==> src/rtl/pgpio_pkg.sv <==
package pgpio_pkg;
  typedef enum logic [2:0] {
    SEL_PORT,
    SEL_PEND,
    SEL_CTRL,
    SEL_WIN,
    SEL_NONE
  } sel_e;
endpackage

==> src/rtl/pgpio_decode.sv <==
module pgpio_decode
  import pgpio_pkg::*;
#(
  parameter int unsigned NUM_PORTS = 6,
  parameter int unsigned WIN_REGS  = 3,
  parameter int unsigned ADDR_W    = 4
) (
  input  logic [ADDR_W-1:0] addr_i,
  output sel_e              kind_o,
  output logic [ADDR_W-1:0] idx_o
);
  localparam logic [ADDR_W-1:0] PEND_OFF = ADDR_W'(NUM_PORTS);
  localparam logic [ADDR_W-1:0] CTRL_OFF = ADDR_W'(NUM_PORTS + 1);
  localparam logic [ADDR_W-1:0] WIN_BASE = ADDR_W'(NUM_PORTS + 2);
  localparam logic [ADDR_W-1:0] WIN_END  = ADDR_W'(NUM_PORTS + 2 + WIN_REGS);

  always_comb begin
    kind_o = SEL_NONE;
    idx_o  = '0;
    if (addr_i < PEND_OFF) begin
      kind_o = SEL_PORT;
      idx_o  = addr_i;
    end else if (addr_i == PEND_OFF) begin
      kind_o = SEL_PEND;
    end else if (addr_i == CTRL_OFF) begin
      kind_o = SEL_CTRL;
    end else if (addr_i >= WIN_BASE && addr_i < WIN_END) begin
      kind_o = SEL_WIN;
      idx_o  = addr_i - WIN_BASE;
    end
  end
endmodule

==> src/rtl/pgpio_sync.sv <==
module pgpio_sync #(
  parameter int unsigned W      = 48,
  parameter int unsigned STAGES = 2
) (
  input  logic         clk_i,
  input  logic         rst_ni,
  input  logic [W-1:0] d_i,
  output logic [W-1:0] q_o
);
  logic [W-1:0] stg_q [STAGES];

  always_ff @(posedge clk_i or negedge rst_ni) begin
    if (!rst_ni) begin
      for (int i = 0; i < STAGES; i++) stg_q[i] <= '0;
    end else begin
      stg_q[0] <= d_i;
      for (int i = 1; i < STAGES; i++) stg_q[i] <= stg_q[i-1];
    end
  end

  assign q_o = stg_q[STAGES-1];
endmodule

==> src/rtl/pgpio_port.sv <==
module pgpio_port #(
  parameter int unsigned W = 8
) (
  input  logic         clk_i,
  input  logic         rst_ni,
  input  logic         wr_i,
  input  logic         lock_i,
  input  logic [W-1:0] wdata_i,
  output logic [W-1:0] drive_o
);
  always_ff @(posedge clk_i or negedge rst_ni) begin
    if (!rst_ni)              drive_o <= '0;
    else if (wr_i && !lock_i) drive_o <= wdata_i;
  end
endmodule

==> src/rtl/pgpio_bank.sv <==
module pgpio_bank
  import pgpio_pkg::*;
#(
  parameter int unsigned NUM_PORTS   = 6,
  parameter int unsigned PORT_W      = 8,
  parameter int unsigned WIN_REGS    = 3,
  parameter int unsigned ADDR_W      = 4,
  parameter int unsigned SYNC_STAGES = 2
) (
  input  logic                          clk_i,
  input  logic                          rst_ni,
  input  logic [ADDR_W-1:0]             addr_i,
  input  logic [PORT_W-1:0]             wdata_i,
  input  logic                          we_i,
  input  logic                          re_i,
  output logic [PORT_W-1:0]             rdata_o,
  input  logic [NUM_PORTS*PORT_W-1:0]   pin_i,
  output logic [NUM_PORTS*PORT_W-1:0]   drive_low_o,
  output logic [NUM_PORTS*PORT_W-1:0]   pin_sync_o,
  input  logic [PORT_W-1:0]             irq_pend_i,
  output logic                          win_we_o,
  output logic                          win_re_o,
  output logic [1:0]                    win_page_o,
  output logic [$clog2(WIN_REGS)-1:0]   win_idx_o,
  output logic [PORT_W-1:0]             win_wdata_o,
  input  logic [PORT_W-1:0]             win_rdata_i
);
  localparam int unsigned LINES  = NUM_PORTS * PORT_W;
  localparam int unsigned IDX_W  = $clog2(WIN_REGS);
  localparam int unsigned PIDX_W = $clog2(NUM_PORTS);

  sel_e                kind;
  logic [ADDR_W-1:0]   idx;
  logic [NUM_PORTS-1:0] lock_q;
  logic [1:0]          page_q;
  logic [PORT_W-1:0]   rd_port [NUM_PORTS];
  logic [PORT_W-1:0]   ctrl_rd;
  logic                win_act;

  pgpio_decode #(
    .NUM_PORTS(NUM_PORTS), .WIN_REGS(WIN_REGS), .ADDR_W(ADDR_W)
  ) u_decode (
    .addr_i(addr_i), .kind_o(kind), .idx_o(idx)
  );

  pgpio_sync #(.W(LINES), .STAGES(SYNC_STAGES)) u_sync (
    .clk_i(clk_i), .rst_ni(rst_ni), .d_i(pin_i), .q_o(pin_sync_o)
  );

  // control byte: locks in low bits, page in top two bits
  always_ff @(posedge clk_i or negedge rst_ni) begin
    if (!rst_ni) begin
      lock_q <= '0;
      page_q <= '0;
    end else if (we_i && kind == SEL_CTRL) begin
      lock_q <= wdata_i[NUM_PORTS-1:0];
      page_q <= wdata_i[PORT_W-1:PORT_W-2];
    end
  end

  for (genvar p = 0; p < NUM_PORTS; p++) begin : g_port
    pgpio_port #(.W(PORT_W)) u_port (
      .clk_i  (clk_i),
      .rst_ni (rst_ni),
      .wr_i   (we_i && kind == SEL_PORT && idx == ADDR_W'(p)),
      .lock_i (lock_q[p]),
      .wdata_i(wdata_i),
      .drive_o(drive_low_o[p*PORT_W +: PORT_W])
    );
    assign rd_port[p] = ~pin_sync_o[p*PORT_W +: PORT_W];
  end

  always_comb begin
    ctrl_rd = '0;
    ctrl_rd[NUM_PORTS-1:0] = lock_q;
    ctrl_rd[PORT_W-1:PORT_W-2] = page_q;
  end

  assign win_act     = (kind == SEL_WIN) && (page_q != 2'd0);
  assign win_we_o    = we_i && win_act;
  assign win_re_o    = re_i && win_act;
  assign win_page_o  = page_q;
  assign win_idx_o   = IDX_W'(idx);
  assign win_wdata_o = wdata_i;

  always_comb begin
    unique case (kind)
      SEL_PORT: rdata_o = rd_port[PIDX_W'(idx)];
      SEL_PEND: rdata_o = irq_pend_i;
      SEL_CTRL: rdata_o = ctrl_rd;
      SEL_WIN:  rdata_o = win_act ? win_rdata_i : '0;
      default:  rdata_o = '0;
    endcase
  end
endmodule

==> config.mk <==
export PLATFORM = sky130hd
export DESIGN_NAME = pgpio_bank
export DESIGN_NICKNAME = d
export VERILOG_FILES = /design/src/rtl/pgpio_pkg.sv /design/src/rtl/pgpio_decode.sv /design/src/rtl/pgpio_sync.sv /design/src/rtl/pgpio_port.sv /design/src/rtl/pgpio_bank.sv
export SDC_FILE = /design/constraint.sdc
export NUM_CORES = 1
export LEC_CHECK = 0
export ABC_AREA = 1
export BUFFER_PORTS_ARGS = -buffer_cell sky130_fd_sc_hd__buf_2
export CELL_PAD_IN_SITES_DETAIL_PLACEMENT = 0
export CELL_PAD_IN_SITES_GLOBAL_PLACEMENT = 1
export CORE_AREA = 3 3 147 149
export CTS_CLUSTER_SIZE = 28
export DETAILED_ROUTE_END_ITERATION = 10
export DIE_AREA = 0 0 150 152
export PLACE_DENSITY = 0.69
export SLEW_MARGIN = 20
export SYNTH_ARGS = -nofsm -noshare
export SYNTH_HDL_FRONTEND = slang
export SYNTH_HIERARCHICAL = 1
export SYNTH_SLANG_ARGS = --single-unit
==> constraint.sdc <==
create_clock -name clk_i -period 3.5 [get_ports clk_i]
set_input_delay 0.7 -clock clk_i [delete_from_list [all_inputs] [get_ports clk_i]]
set_output_delay 0.7 -clock clk_i [all_outputs]
set_load 0.01 [all_outputs]
==> impl_metrics.prom <==
# TYPE chip_impl_metric gauge
chip_impl_info{name="outcome",value="finished clean"} 1
chip_impl_metric{name="clk_pin_slew",unit="ns"} 0.06
chip_impl_metric{name="ys_types",unit=""} 23
chip_impl_metric{name="cell_leakage_power",unit="nW"} 4.17
chip_impl_metric{name="num-fill-cells",unit=""} 2123
chip_impl_metric{name="timing.final.max_slew_violations",unit=""} 0
chip_impl_metric{name="io-pin-count",unit=""} 198
chip_impl_info{name="critical_path_class",value="in -> out"} 1
chip_impl_metric{name="worst-path-max-fanout",unit=""} 25
chip_impl_metric{name="htree_levels",unit=""} 4
chip_impl_metric{name="clock_skew",unit="ns"} 0.00610
chip_impl_info{name="final_cell_mix",value="nand2_1, buf_2, dfrtp_1, nand3_1, inv_1"} 1
chip_impl_metric{name="drive_above_1_share",unit="%"} 33.2
chip_impl_metric{name="all_layer_global_routing_usage",unit="%"} 15.2
chip_impl_info{name="cp_cell_sequence",value="buf_2 -> inv_1 -> nand4_1 -> nand2_1 -> buf_4 -> nand2_1 -> nand2_1 -> nand2_1 -> nand2_1 -> nand2_1 -> nand2_1 -> nand2_1 -> buf_2"} 1
chip_impl_metric{name="max_freq",unit="GHz"} 0.326
chip_impl_metric{name="max-cap-violations",unit=""} 0
chip_impl_info{name="clock_tree.root_cell",value="clkbuf_16"} 1
chip_impl_metric{name="relSlewSlack",unit="%"} 55.3
chip_impl_info{name="min_path_type",value="in -> async"} 1
chip_impl_info{name="most_frequent_standard_cell_in_the_layout_excluding_fill_and_tap_cells",value="nand2_1"} 1
chip_impl_metric{name="grt_pass1_vias",unit=""} 4557
chip_impl_info{name="tritoncts",value="built"} 1
chip_impl_metric{name="clock_sink_count",unit=""} 152
chip_impl_metric{name="finalHoldViolCount",unit=""} 0
chip_impl_metric{name="synth_cells",unit=""} 629
chip_impl_metric{name="clock_tree.buffer_depth",unit=""} 2
chip_impl_metric{name="fp.dieArea",unit="um2"} 22800
chip_impl_metric{name="required",unit="ns"} 2.80
chip_impl_metric{name="chipWidth",unit="um"} 150
chip_impl_info{name="rsz_0062_raised_after_global_routing",value="no"} 1
chip_impl_metric{name="post-route-period-util",unit="%"} 87.6
chip_impl_metric{name="post-route-min-period",unit="ns"} 3.07
chip_impl_info{name="cpMostUsedCell",value="nand2_1"} 1
chip_impl_metric{name="place_hpwl",unit="mm"} 12.5
chip_impl_metric{name="drc",unit=""} 0
chip_impl_metric{name="route.vias.total",unit=""} 4446
chip_impl_metric{name="synth.yosys.warnings",unit=""} 6
chip_impl_metric{name="rows",unit=""} 52
chip_impl_metric{name="gpl.final_weighted_congestion",unit=""} 0.790
chip_impl_info{name="critical-path-slowest-cell",value="buf_4"} 1
chip_impl_metric{name="maximum_number_of_pins_on_one_net_before_global_route_repair",unit=""} 69
chip_impl_metric{name="global_route.overflow_total",unit=""} 0
chip_impl_metric{name="tritoncts.num_buffers",unit=""} 17
chip_impl_info{name="critical_path_s_top_delay_family",value="simple AND/OR/NAND/NOR gates"} 1
chip_impl_metric{name="powerDensity",unit="nW/um2"} 600
chip_impl_metric{name="critical_path.n_buffers_inverters",unit=""} 4
chip_impl_metric{name="die_outline_height",unit="um"} 152
chip_impl_metric{name="route.detailed.wl_per_inst",unit="um"} 16.0
chip_impl_metric{name="worst-endpoint-arrival",unit="ns"} 2.37
chip_impl_metric{name="ant_nets",unit=""} 0
chip_impl_metric{name="ys_seq_area_share",unit="%"} 62.2
chip_impl_metric{name="drt-initial-drc-count",unit=""} 211
chip_impl_metric{name="number_of_buffers_inserted_for_hold_repair_after_clock_tree_synthesis",unit=""} 0
chip_impl_info{name="cp-start-kind",value="primary input"} 1
chip_impl_metric{name="cts_setup_buffers",unit=""} 0
chip_impl_metric{name="detail_route.first_pass.iterations",unit=""} 6
chip_impl_metric{name="mappedNetlistArea",unit="um2"} 6110
chip_impl_metric{name="final_util",unit="%"} 37.1
chip_impl_metric{name="clock_latency",unit="ns"} 0.42
chip_impl_metric{name="numPortBuffers",unit=""} 197
chip_impl_metric{name="drt-vias-per-instance",unit=""} 4.17
chip_impl_metric{name="antenna_violations_before_repair",unit=""} 4
chip_impl_metric{name="grt_first_pass_wirelength",unit="mm"} 26.2
chip_impl_metric{name="seq_area",unit="um2"} 3800
chip_impl_metric{name="synth.ff_latch_count",unit=""} 152
chip_impl_metric{name="final_number_of_setup_violating_endpoints",unit=""} 0
chip_impl_metric{name="worst_ir_drop_vdd",unit="uV"} 321
chip_impl_metric{name="nets",unit=""} 862
chip_impl_metric{name="syn_to_final_growth",unit="%"} 23.3
chip_impl_metric{name="synthesis.nets",unit=""} 709
chip_impl_metric{name="multi_input_comb_area",unit="um2"} 1590
chip_impl_metric{name="finalSetupTns",unit="ns"} 0
chip_impl_info{name="endpoint_kind",value="output pin"} 1
chip_impl_metric{name="coreArea",unit="um2"} 20300
chip_impl_metric{name="synthesis.area_per_instance",unit="um2"} 9.72
chip_impl_metric{name="final.hold.worst_slack",unit="ns"} 0.275
chip_impl_metric{name="ctsResizeCount",unit=""} 0
chip_impl_metric{name="timing_worst_slew_pin_value",unit="ns"} 0.670
chip_impl_metric{name="crit_path_max_incr_delay",unit="ns"} 0.35
chip_impl_metric{name="route.final.wire_length",unit="mm"} 17.0
chip_impl_metric{name="initial_core_utilization",unit="%"} 30.1
[path summary, 6_finish.rpt]
kind / start / end / slack, ns / cells after the start
hold / removal: rst_ni / u_sync/stg_q[74] / 0.27 / 1
min in group clk_i: u_sync/stg_q[57] / u_sync/q_o[9] / 0.34 / 0
hold reg to reg: u_sync/stg_q[57] / u_sync/q_o[9] / 0.34 / 0
setup reg to reg: lock_q[0] / g_port[0].u_port/drive_o[0] / 2.55 / 4
max in group asynchronous: rst_ni / u_sync/q_o[32] / 2.42 / 2
setup / recovery: addr_i[2] / rdata_o[2] / 0.43 / 13
[synth_stat cells]
| library cell | number | area share, % |
|---|---|---|
| nand3_1 | 66 | 5.4 |
| nand2_4 | 7 | 1.3 |
| inv_6 | 1 | 0.14 |
| buf_8 | 1 | 0.25 |
| buf_2 | 3 | 0.25 |
| a21oi_1 | 13 | 1.1 |
| inv_2 | 8 | 0.49 |
| nand3_2 | 2 | 0.33 |
| o21ai_0 | 5 | 0.41 |
| nor4_1 | 2 | 0.20 |
| inv_1 | 23 | 1.4 |
| nor2_4 | 1 | 0.18 |
| nand2_2 | 2 | 0.20 |
| buf_4 | 63 | 7.7 |
| conb_1 | 1 | 0.061 |
| nor3_1 | 4 | 0.33 |
| buf_6 | 8 | 1.5 |
| o21ai_1 | 3 | 0.25 |
| dfrtp_1 | 152 | 62 |
| nor2_2 | 2 | 0.20 |
| nand4_1 | 1 | 0.10 |
| nor2_1 | 21 | 1.3 |
| nand2_1 | 240 | 15 |
[stage by stage]
stage | power [mW] | std cells | worst slack [ns] | area [um2]
after global placement | 2.79 | 1033 | 0.426 | 6950
after global routing | 4.76 | 1067 | 0.264 | 7540
after floorplan | 2.46 | 629 | 1.04 | 6110
after CTS | 4.60 | 1065 | 0.416 | 7530
final | 4.52 | 1067 | 0.433 | 7540
after detailed placement | 2.79 | 1033 | 0.446 | 6950
[kinds of logic after synthesis]
kind of cell           count (synthesis)  synth area share, %
AO/OA/AOI/OAI                         21                 1.72
buffers and inverters                107                 11.7
flip-flops                           152                 62.2
other                                  1               0.0613
AND/OR/NAND/NOR                      348                 24.3
[flip-flops by register name (all words and copies together), names as in the netlist]
| name | count |
|---|---|
| g_port.u_port/drive_o | 48 |
| u_sync/q_o | 48 |
| u_sync/stg_q | 48 |
| lock_q | 6 |
| win_page_o | 2 |
[worst register-to-register path: cells and delay by family, from the launching register on]
| kind | cells | cell delay (ns) |
|---|---|---|
| DFF | 1 | 0.44 |
| and+or+nand+nor | 3 | 0.23 |
| buffers and inverters | 1 | 0.18 |
[layout make-up]
cell class              count  area share [%]
diodes                      2          0.0664
clock buffers              18            5.83
clock inverters            14            1.84
inverters                  32            1.66
multi-input cells         370            21.1
flip-flops and latches    152            50.5
well taps                 270            4.48
repair buffers            209            14.5
[routing by layer]
metal | global-route usage, % | routed length [um]
met3 | 3.78 | 868
met2 | 23.8 | 8160
met5 | 0 | 15
met4 | 5.66 | 337
met1 | 20.4 | 7650
[power breakdown]
| group | total (mW) | switching, mW | internal (mW) |
|---|---|---|---|
| sequential | 2.05 | 0.110 | 1.94 |
| clock | 1.78 | 0.769 | 1.02 |
| combinational | 0.689 | 0.442 | 0.247 |
| total | 4.52 | 1.32 | 3.20 |
No activity file was read; power rests on OpenSTA's default activity.
